==> src/rtl/brc_pkg.sv <==
package brc_pkg;

    typedef enum logic [2:0] {
        ST_IDLE,
        ST_REQ,
        ST_STROBE,
        ST_PRECHARGE,
        ST_RELEASE
    } brc_state_e;

endpackage

==> src/rtl/brc_period_timer.sv <==
module brc_period_timer #(
    parameter int PERIOD_CYC = 16000
) (
    input  logic clk,
    input  logic rst_n,
    output logic period_tick
);
    localparam int CNT_W = (PERIOD_CYC > 1) ? $clog2(PERIOD_CYC) : 1;
    localparam logic [CNT_W-1:0] LAST = CNT_W'(PERIOD_CYC - 1);

    logic [CNT_W-1:0] cnt_q;

    assign period_tick = (cnt_q == LAST);

    always_ff @(posedge clk) begin
        if (!rst_n) begin
            cnt_q <= '0;
        end else if (period_tick) begin
            cnt_q <= '0;
        end else begin
            cnt_q <= cnt_q + 1'b1;
        end
    end
endmodule

==> src/rtl/brc_row_counter.sv <==
module brc_row_counter #(
    parameter int ROW_W = 7
) (
    input  logic             clk,
    input  logic             rst_n,
    input  logic             clear,
    input  logic             advance,
    output logic [ROW_W-1:0] row,
    output logic             row_last
);
    localparam logic [ROW_W-1:0] TOP_ROW = '1;

    logic [ROW_W-1:0] row_q;

    assign row      = row_q;
    assign row_last = (row_q == TOP_ROW);

    always_ff @(posedge clk) begin
        if (!rst_n || clear) begin
            row_q <= '0;
        end else if (advance) begin
            row_q <= row_q + 1'b1;
        end
    end
endmodule

==> src/rtl/brc_strobe_seq.sv <==
module brc_strobe_seq
    import brc_pkg::*;
#(
    parameter int RAS_LOW_CYC = 2,
    parameter int PRECHG_CYC  = 1
) (
    input  logic clk,
    input  logic rst_n,
    input  logic period_tick,
    input  logic bus_grant,
    input  logic row_last,
    output logic row_clear,
    output logic row_advance,
    output logic bus_req,
    output logic busy,
    output logic ras_n,
    output logic overrun,
    output logic addr_en
);
    localparam int PH_MAX = (RAS_LOW_CYC > PRECHG_CYC) ? RAS_LOW_CYC : PRECHG_CYC;
    localparam int PH_W   = (PH_MAX > 1) ? $clog2(PH_MAX) : 1;
    localparam logic [PH_W-1:0] STROBE_END = PH_W'(RAS_LOW_CYC - 1);
    localparam logic [PH_W-1:0] PRECH_END  = PH_W'(PRECHG_CYC - 1);

    brc_state_e state_q, state_d;
    logic [PH_W-1:0] ph_q;
    logic strobe_done, prech_done;

    assign strobe_done = (ph_q == STROBE_END);
    assign prech_done  = (ph_q == PRECH_END);

    // next state
    always_comb begin
        state_d = state_q;
        unique case (state_q)
            ST_IDLE:      if (period_tick) state_d = ST_REQ;
            ST_REQ:       if (bus_grant) state_d = ST_STROBE;
            ST_STROBE:    if (strobe_done) state_d = ST_PRECHARGE;
            ST_PRECHARGE: if (prech_done) state_d = row_last ? ST_RELEASE : ST_STROBE;
            ST_RELEASE:   state_d = ST_IDLE;
            default:      state_d = ST_IDLE;
        endcase
    end

    // state register
    always_ff @(posedge clk) begin
        if (!rst_n) begin
            state_q <= ST_IDLE;
        end else begin
            state_q <= state_d;
        end
    end

    // phase counter, restarted on every state change
    always_ff @(posedge clk) begin
        if (!rst_n || state_d != state_q) begin
            ph_q <= '0;
        end else if (state_q == ST_STROBE || state_q == ST_PRECHARGE) begin
            ph_q <= ph_q + 1'b1;
        end
    end

    // outputs
    always_comb begin
        bus_req     = 1'b0;
        busy        = 1'b0;
        ras_n       = 1'b1;
        overrun     = 1'b0;
        addr_en     = 1'b0;
        row_clear   = 1'b0;
        row_advance = 1'b0;
        unique case (state_q)
            ST_IDLE: begin
            end
            ST_REQ: begin
                bus_req   = 1'b1;
                overrun   = period_tick;
                row_clear = bus_grant;
            end
            ST_STROBE: begin
                bus_req = 1'b1;
                busy    = 1'b1;
                ras_n   = 1'b0;
                addr_en = 1'b1;
            end
            ST_PRECHARGE: begin
                bus_req     = 1'b1;
                busy        = 1'b1;
                addr_en     = 1'b1;
                row_advance = prech_done && !row_last;
            end
            ST_RELEASE: begin
                bus_req = 1'b1;
                busy    = 1'b1;
            end
            default: begin
            end
        endcase
    end
endmodule

==> src/rtl/burst_refresh_ctrl.sv <==
module burst_refresh_ctrl #(
    parameter int ROW_W       = 7,
    parameter int RAS_LOW_CYC = 2,
    parameter int PRECHG_CYC  = 1,
    parameter int PERIOD_CYC  = 16000
) (
    input  logic             clk,
    input  logic             rst_n,
    input  logic             bus_grant,
    output logic             bus_req,
    output logic             busy,
    output logic             ras_n,
    output logic             cas_n,
    output logic [ROW_W-1:0] row_addr,
    output logic             overrun
);
    logic             period_tick;
    logic             row_clear, row_advance, row_last, addr_en;
    logic [ROW_W-1:0] row_val;

    brc_period_timer #(.PERIOD_CYC(PERIOD_CYC)) u_timer (
        .clk         (clk),
        .rst_n       (rst_n),
        .period_tick (period_tick)
    );

    brc_row_counter #(.ROW_W(ROW_W)) u_rows (
        .clk      (clk),
        .rst_n    (rst_n),
        .clear    (row_clear),
        .advance  (row_advance),
        .row      (row_val),
        .row_last (row_last)
    );

    brc_strobe_seq #(
        .RAS_LOW_CYC (RAS_LOW_CYC),
        .PRECHG_CYC  (PRECHG_CYC)
    ) u_seq (
        .clk         (clk),
        .rst_n       (rst_n),
        .period_tick (period_tick),
        .bus_grant   (bus_grant),
        .row_last    (row_last),
        .row_clear   (row_clear),
        .row_advance (row_advance),
        .bus_req     (bus_req),
        .busy        (busy),
        .ras_n       (ras_n),
        .overrun     (overrun),
        .addr_en     (addr_en)
    );

    assign cas_n    = 1'b1;
    assign row_addr = addr_en ? row_val : '0;
endmodule

==> config.mk <==
export PLATFORM = sky130hd
export DESIGN_NAME = burst_refresh_ctrl
export DESIGN_NICKNAME = d
export VERILOG_FILES = /design/src/rtl/brc_pkg.sv /design/src/rtl/brc_period_timer.sv /design/src/rtl/brc_row_counter.sv /design/src/rtl/brc_strobe_seq.sv /design/src/rtl/burst_refresh_ctrl.sv
export SDC_FILE = /design/constraint.sdc
export NUM_CORES = 1
export LEC_CHECK = 0
export ABC_AREA = 1
export BUFFER_PORTS_ARGS = -buffer_cell sky130_fd_sc_hd__buf_4
export CAP_MARGIN = 20
export CORE_ASPECT_RATIO = 1.2
export CORE_UTILIZATION = 50
export DETAILED_ROUTE_END_ITERATION = 10
export GPL_ROUTABILITY_DRIVEN = 0
export PLACE_DENSITY = 0.71
export REMOVE_ABC_BUFFERS = 1
export SYNTH_ARGS = -nofsm -noshare
export SYNTH_HDL_FRONTEND = slang
export SYNTH_HIERARCHICAL = 1
export SYNTH_SLANG_ARGS = --single-unit
export TNS_END_PERCENT = 100
==> constraint.sdc <==
create_clock -name clk -period 3.2 [get_ports clk]
set_clock_uncertainty 0.1 [all_clocks]
set_input_delay 0.16 -clock clk [delete_from_list [all_inputs] [get_ports clk]]
set_output_delay 0.16 -clock clk [all_outputs]
set_load 0.01 [all_outputs]
# ---- Yosys cells after proc, flatten, opt, wreduce, memory -nomap -nowiden
# Index checks and enable logic that the tools add are counted.
# W data, S select, Z words.
dict set report totals {
  ff_bits 25
  inputBits 3
  out_inout_bits 12
  wordCells 41
}
dict set report classes {
  addsub 3
  eq_ne 7
  muxes 14
  bitwise 2
  reduce_logical 11
}
# cell count
set ops {}
lappend ops {{$mux W3} 5}
lappend ops {{$add A14 B1 Y14 const B} 1}
lappend ops {{$eq A14 B14 Y1 const B} 1}
lappend ops {{$pmux W3 S4} 1}
lappend ops {{$add A7 B1 Y7 const B} 1}
lappend ops {{$eq A7 B7 Y1 const B} 1}
lappend ops {{$mux W1} 7}
lappend ops {{$mux W7} 1}
lappend ops {{$eq A3 B2 Y1 const B} 2}
lappend ops {{$reduce_or A2 Y1} 2}
lappend ops {{$reduce_or A4 Y1} 1}
lappend ops {{$eq A3 B1 Y1 const B} 1}
lappend ops {{$eq A3 B3 Y1 const B} 1}
lappend ops {{$logic_not A3 Y1} 1}
lappend ops {{$logic_or A1 B1 Y1} 3}
lappend ops {{$ne A3 B3 Y1} 1}
lappend ops {{$reduce_or A3 Y1} 1}
lappend ops {{$logic_not A1 Y1} 2}
lappend ops {{$not A1 Y1} 2}
lappend ops {{$add A1 B1 Y1 const B} 1}
lappend ops {{$logic_and A1 B1 Y1} 1}

# ---- Logic depth before layout (Yosys ltp)
dict set report depth {
  word_depth 6
  depth_mapped 12
}

# ---- Hierarchy
# Netlist, hierarchy kept.
# mod n_inst cells_each area_each_um2 seq_area_each_um2
set modules_own_cells {}
lappend modules_own_cells {brc_period_timer 1 106 757.0 280.3}
lappend modules_own_cells {brc_row_counter 1 50 367.9 140.1}
lappend modules_own_cells {brc_strobe_seq 1 45 264.0 80.1}
lappend modules_own_cells {burst_refresh_ctrl 1 16 63.8 0.0}

# ---- Least setup slack after synthesis
# No wires, ideal clock.
dict set report synth_path {
  path_type {register to register}
  start {register u_rows.row_q[0] (netlist: u_rows/row[0])}
  end {register u_rows.row_q[5] (netlist: u_rows/row[5])}
  setup_time_ps 115
  arrival_time_ps 1568
  slack_ps 1417
  path_stages_with_launch 10
  n_path_buf 1
  period_less_slack_ps 1783
  cell_sequence {dfxtp_1 -> ha_1 -> inv_2 -> nor4_1 -> nor4_1 -> buf_6 -> nand2_2 -> nor2_4 -> a21oi_1 -> nor2_1}
}
dict set report synth_via {
  elab_chain_len 4
}
# item line_no
set synth_lines {}
lappend synth_lines {{start: declaration} brc_row_counter.sv:13} ;# logic [ROW_W-1:0] row_q;
lappend synth_lines {{start signal: assignment} brc_row_counter.sv:22} ;# row_q <= row_q + 1'b1;
lappend synth_lines {{$eq A7 B7 Y1} brc_row_counter.sv:16} ;# assign row_last = (row_q == TOP_ROW);
lappend synth_lines {{net row_last} burst_refresh_ctrl.sv:18} ;# logic row_clear, row_advance, row_last, addr_en;
lappend synth_lines {{$logic_not A1 Y1} brc_strobe_seq.sv:90} ;# row_advance = prech_done && !row_last;
lappend synth_lines {{$logic_and A1 B1 Y1} brc_strobe_seq.sv:90}
lappend synth_lines {{$mux W1} brc_strobe_seq.sv:72} ;# unique case (state_q)
lappend synth_lines {{net row_advance} burst_refresh_ctrl.sv:18}
# The timed path passes the listed nets, and every way through them passes these cells.
# A chain may end at the register's enable or synchronous reset.

# ---- Worst setup path in the final report
# Same ends and word-level chain as after synthesis.

==> impl_results.md <==
- Run status: finished clean
- Total of max-cap violations: 0
- Post-route clock period utilization: 61.16%
- Total number of H-tree levels: 1
- Cells along the critical path: ha_1 -> inv_2 -> nor4_1 -> nor4_1 -> buf_4 -> nand2_2 -> nor2_4 -> a21oi_1 -> nor2_1
- Leading cell type in the layout, fill and taps excluded: nand2_1
- Share of synthesized flip-flops with an asynchronous set or reset: 0%
- Length of the first detailed-routing pass in iterations: 4
- Wire length of the first global-routing pass: 4.243 mm
- Top library cells by usage in the layout, fill and taps aside: nand2_1, inv_1, dfxtp_1
- Fraction of layout cells with a size suffix above 1: 19.74%
- Multi-input gate area in the final layout: 755.7 um^2
- Number of setup buffers added after CTS: 0
- Y dimension of the die: 61.05 um
- Delay of the slowest cell on the worst path: 0.46 ns
- Critical setup path kind: flop to flop
- Number of register bits inferred by synthesis: 25
- GRT Total Usage: 18.06%
- Sequential share of the synthesized area: 34.45%
- Clock insertion delay at the later pin of the skew report: 0.31 ns
- Setup repair after global routing missed its margin: no
- Most frequently used flop master after synthesis: dfxtp_1
- Horiz. Die Dim: 51.21 um
- IR drop worst, VDD: 178.4 uV
- Clock transition time at the flip-flop clock pins of the worst setup and hold paths: 0.13 ns
- Filler cell count in the final layout: 301
- Final setup fails: 0
- Max-slew violation count: 0
- Bufs and invs on worst path: 2
- Max frequency: 511.0 MHz
- Net count, final: 239
- Crit path setup slack, layout: 1.243 ns
- Count of port buffers added during placement: 13
- Yosys warning total: 6
- Final Hold Fails: 0
- Mapped Area: 1453 um^2
- Routed vias/inst: 4.805
- Critical path peak fanout: 8
- Number of instances resized during post-cts repair: 0
- Hold/Removal Path Class: input port to flop
- DR WL/cell: 9.730 um
- Critical Path AT: 2.08 ns
- Startpoint Class: flop
- Areal power density over the cells: 297.4 nW/um^2
- Number of global-route vias before repair: 1095
- Average footprint of a synthesized cell: 6.694 um^2
- FF/Latch Area: 500.5 um^2
- Post-synthesis instance total: 217
- Post-placement setup slack: 1.270 ns
- Clock tree from TritonCTS: done
- Core Area: 2785 um^2
- Routed Wire Length: 2.598 mm
- Static Leak: 0.7264 nW
- TNS Setup: 0 ns
- DIE AREA: 3126 um^2
- Cts hold-fix bufs: 1
- Worst Path Required: 3.32 ns
- Antenna violations before repair: 0
- Cell family with most CP delay: simple AND/OR/NAND/NOR gates
- Top cell by count, worst path: nor4_1
- Maximum clock path buffer count: 2
- Ant. Diodes: 0
- Slowest cell on the critical path: nor4_1
- Post-layout minimum cycle time: 1.957 ns
- Critical Path Sink Type: flop
- Grt total ovfl: 0
- Maximum number of pins on one net before global-route repair: 14
- Number of CTS-inserted buffers: 3
- Clock sink count: 25
- Initial standard-cell utilization of the core: 52.16%
- Sum of net half-perimeters after detailed placement: 2.015 mm
- EDFF count, synth: 0
- Floorplan row count: 21
- Antenna Nets Post-Route: 0
- Detailed Route Iter0 Violations: 30
- Yosys cell types: 26
- Top-Level Pins: 15
- Root cell of the clock tree: clkbuf_4
- Post-route DRC violation count: 0
- Relative area change from synthesis to final layout: 9.991%
- Routed vias: 1283
routing by layer:
| metal | GRT usage, % | part of all wire, % | vias to the layer above |
|---|---|---|---|
| li1 | - | - | 695 |
| met1 | 20.27 | 45 | 568 |
| met2 | 34.59 | 52 | 16 |
| met3 | 2.222 | 2.0 | 4 |
| met4 | 7.143 | 1.2 | 0 |
| met5 | 0 | 0 | - |
sequential cells by signal (all words and copies together) (netlist names):
name and flops:
u_timer/cnt_q 14, u_rows/row 7, u_seq/state_q 3, u_seq/ph_q 1
worst reg2reg max path, stage by stage, from the launching register on:
cell	delay (ns)
dfxtp_1	0.42
ha_1	0.25
inv_2	0.06
nor4_1	0.46
nor4_1	0.11
buf_4	0.19
nand2_2	0.08
nor2_4	0.05
a21oi_1	0.11
nor2_1	0.06
worst paths after layout:
check                                       from                to  slack (ns)  cells past startpoint
worst max-delay path               u_rows/row[0]     u_rows/row[5]        1.24                      9
worst min-delay path                   bus_grant  u_seq/state_q[1]        0.05                      3
worst max register to register     u_rows/row[0]     u_rows/row[5]        1.24                      9
worst min register to register  u_timer/cnt_q[0]  u_timer/cnt_q[0]        0.38                      1
area by class of cell:
cell class                      instances  share of cell area, %
Tap cell                               34                  2.662
Sequential cell                        25                  31.32
Timing Repair Buffer                   15                  7.204
Multi-Input combinational cell        147                  47.30
Inverter                               42                  9.867
Clock buffer                            4                  1.644
metrics by stage:
step	std cells	total power, mW	instance area, um^2	hold slack [ns]	utilization [%]
after floorplan	214	0.3374	1414	0.1576	-
after global placement	262	0.3432	1562	0.3159	56.06
after detailed placement	262	0.3437	1562	0.3229	56.06
after CTS	267	0.4845	1598	0.03376	57.37
after global routing	267	0.4988	1598	0.06053	57.37
final	267	0.4753	1598	0.04764	57.37
power breakdown:
group / leakage (nW) / internal (mW) / switching (mW)
registers: 0.202 / 0.314 / 0.00296
logic: 0.510 / 0.00750 / 0.0127
clock network: 0.0150 / 0.0486 / 0.0891
cell families after synthesis:
family,Yosys count,share of synthesized area (%)
XOR/XNOR,5,3.015
other,1,0.2582
adder cells (fa/ha/maj),2,1.722
AND/OR/NAND/NOR,126,42.03
AO/OA/AOI/OAI,13,4.996
buffers and inverters,45,13.52
flip-flops,25,34.45
synth_stat cells, types with 3 or more instances:
cell type / number / share of area [%]
nor2_2: 15 / 6.5
nand4_1: 6 / 2.6
dfxtp_1: 25 / 34
a21oi_1: 7 / 2.4
nor2_4: 3 / 2.3
nand2_2: 3 / 1.3
o21ai_0: 3 / 1.0
nand2_1: 53 / 14
inv_1: 39 / 10
inv_2: 3 / 0.78
nor2_1: 22 / 5.7
xnor2_1: 3 / 1.8
nand3_1: 16 / 5.5
No activity file was read; power rests on OpenSTA's default activity.
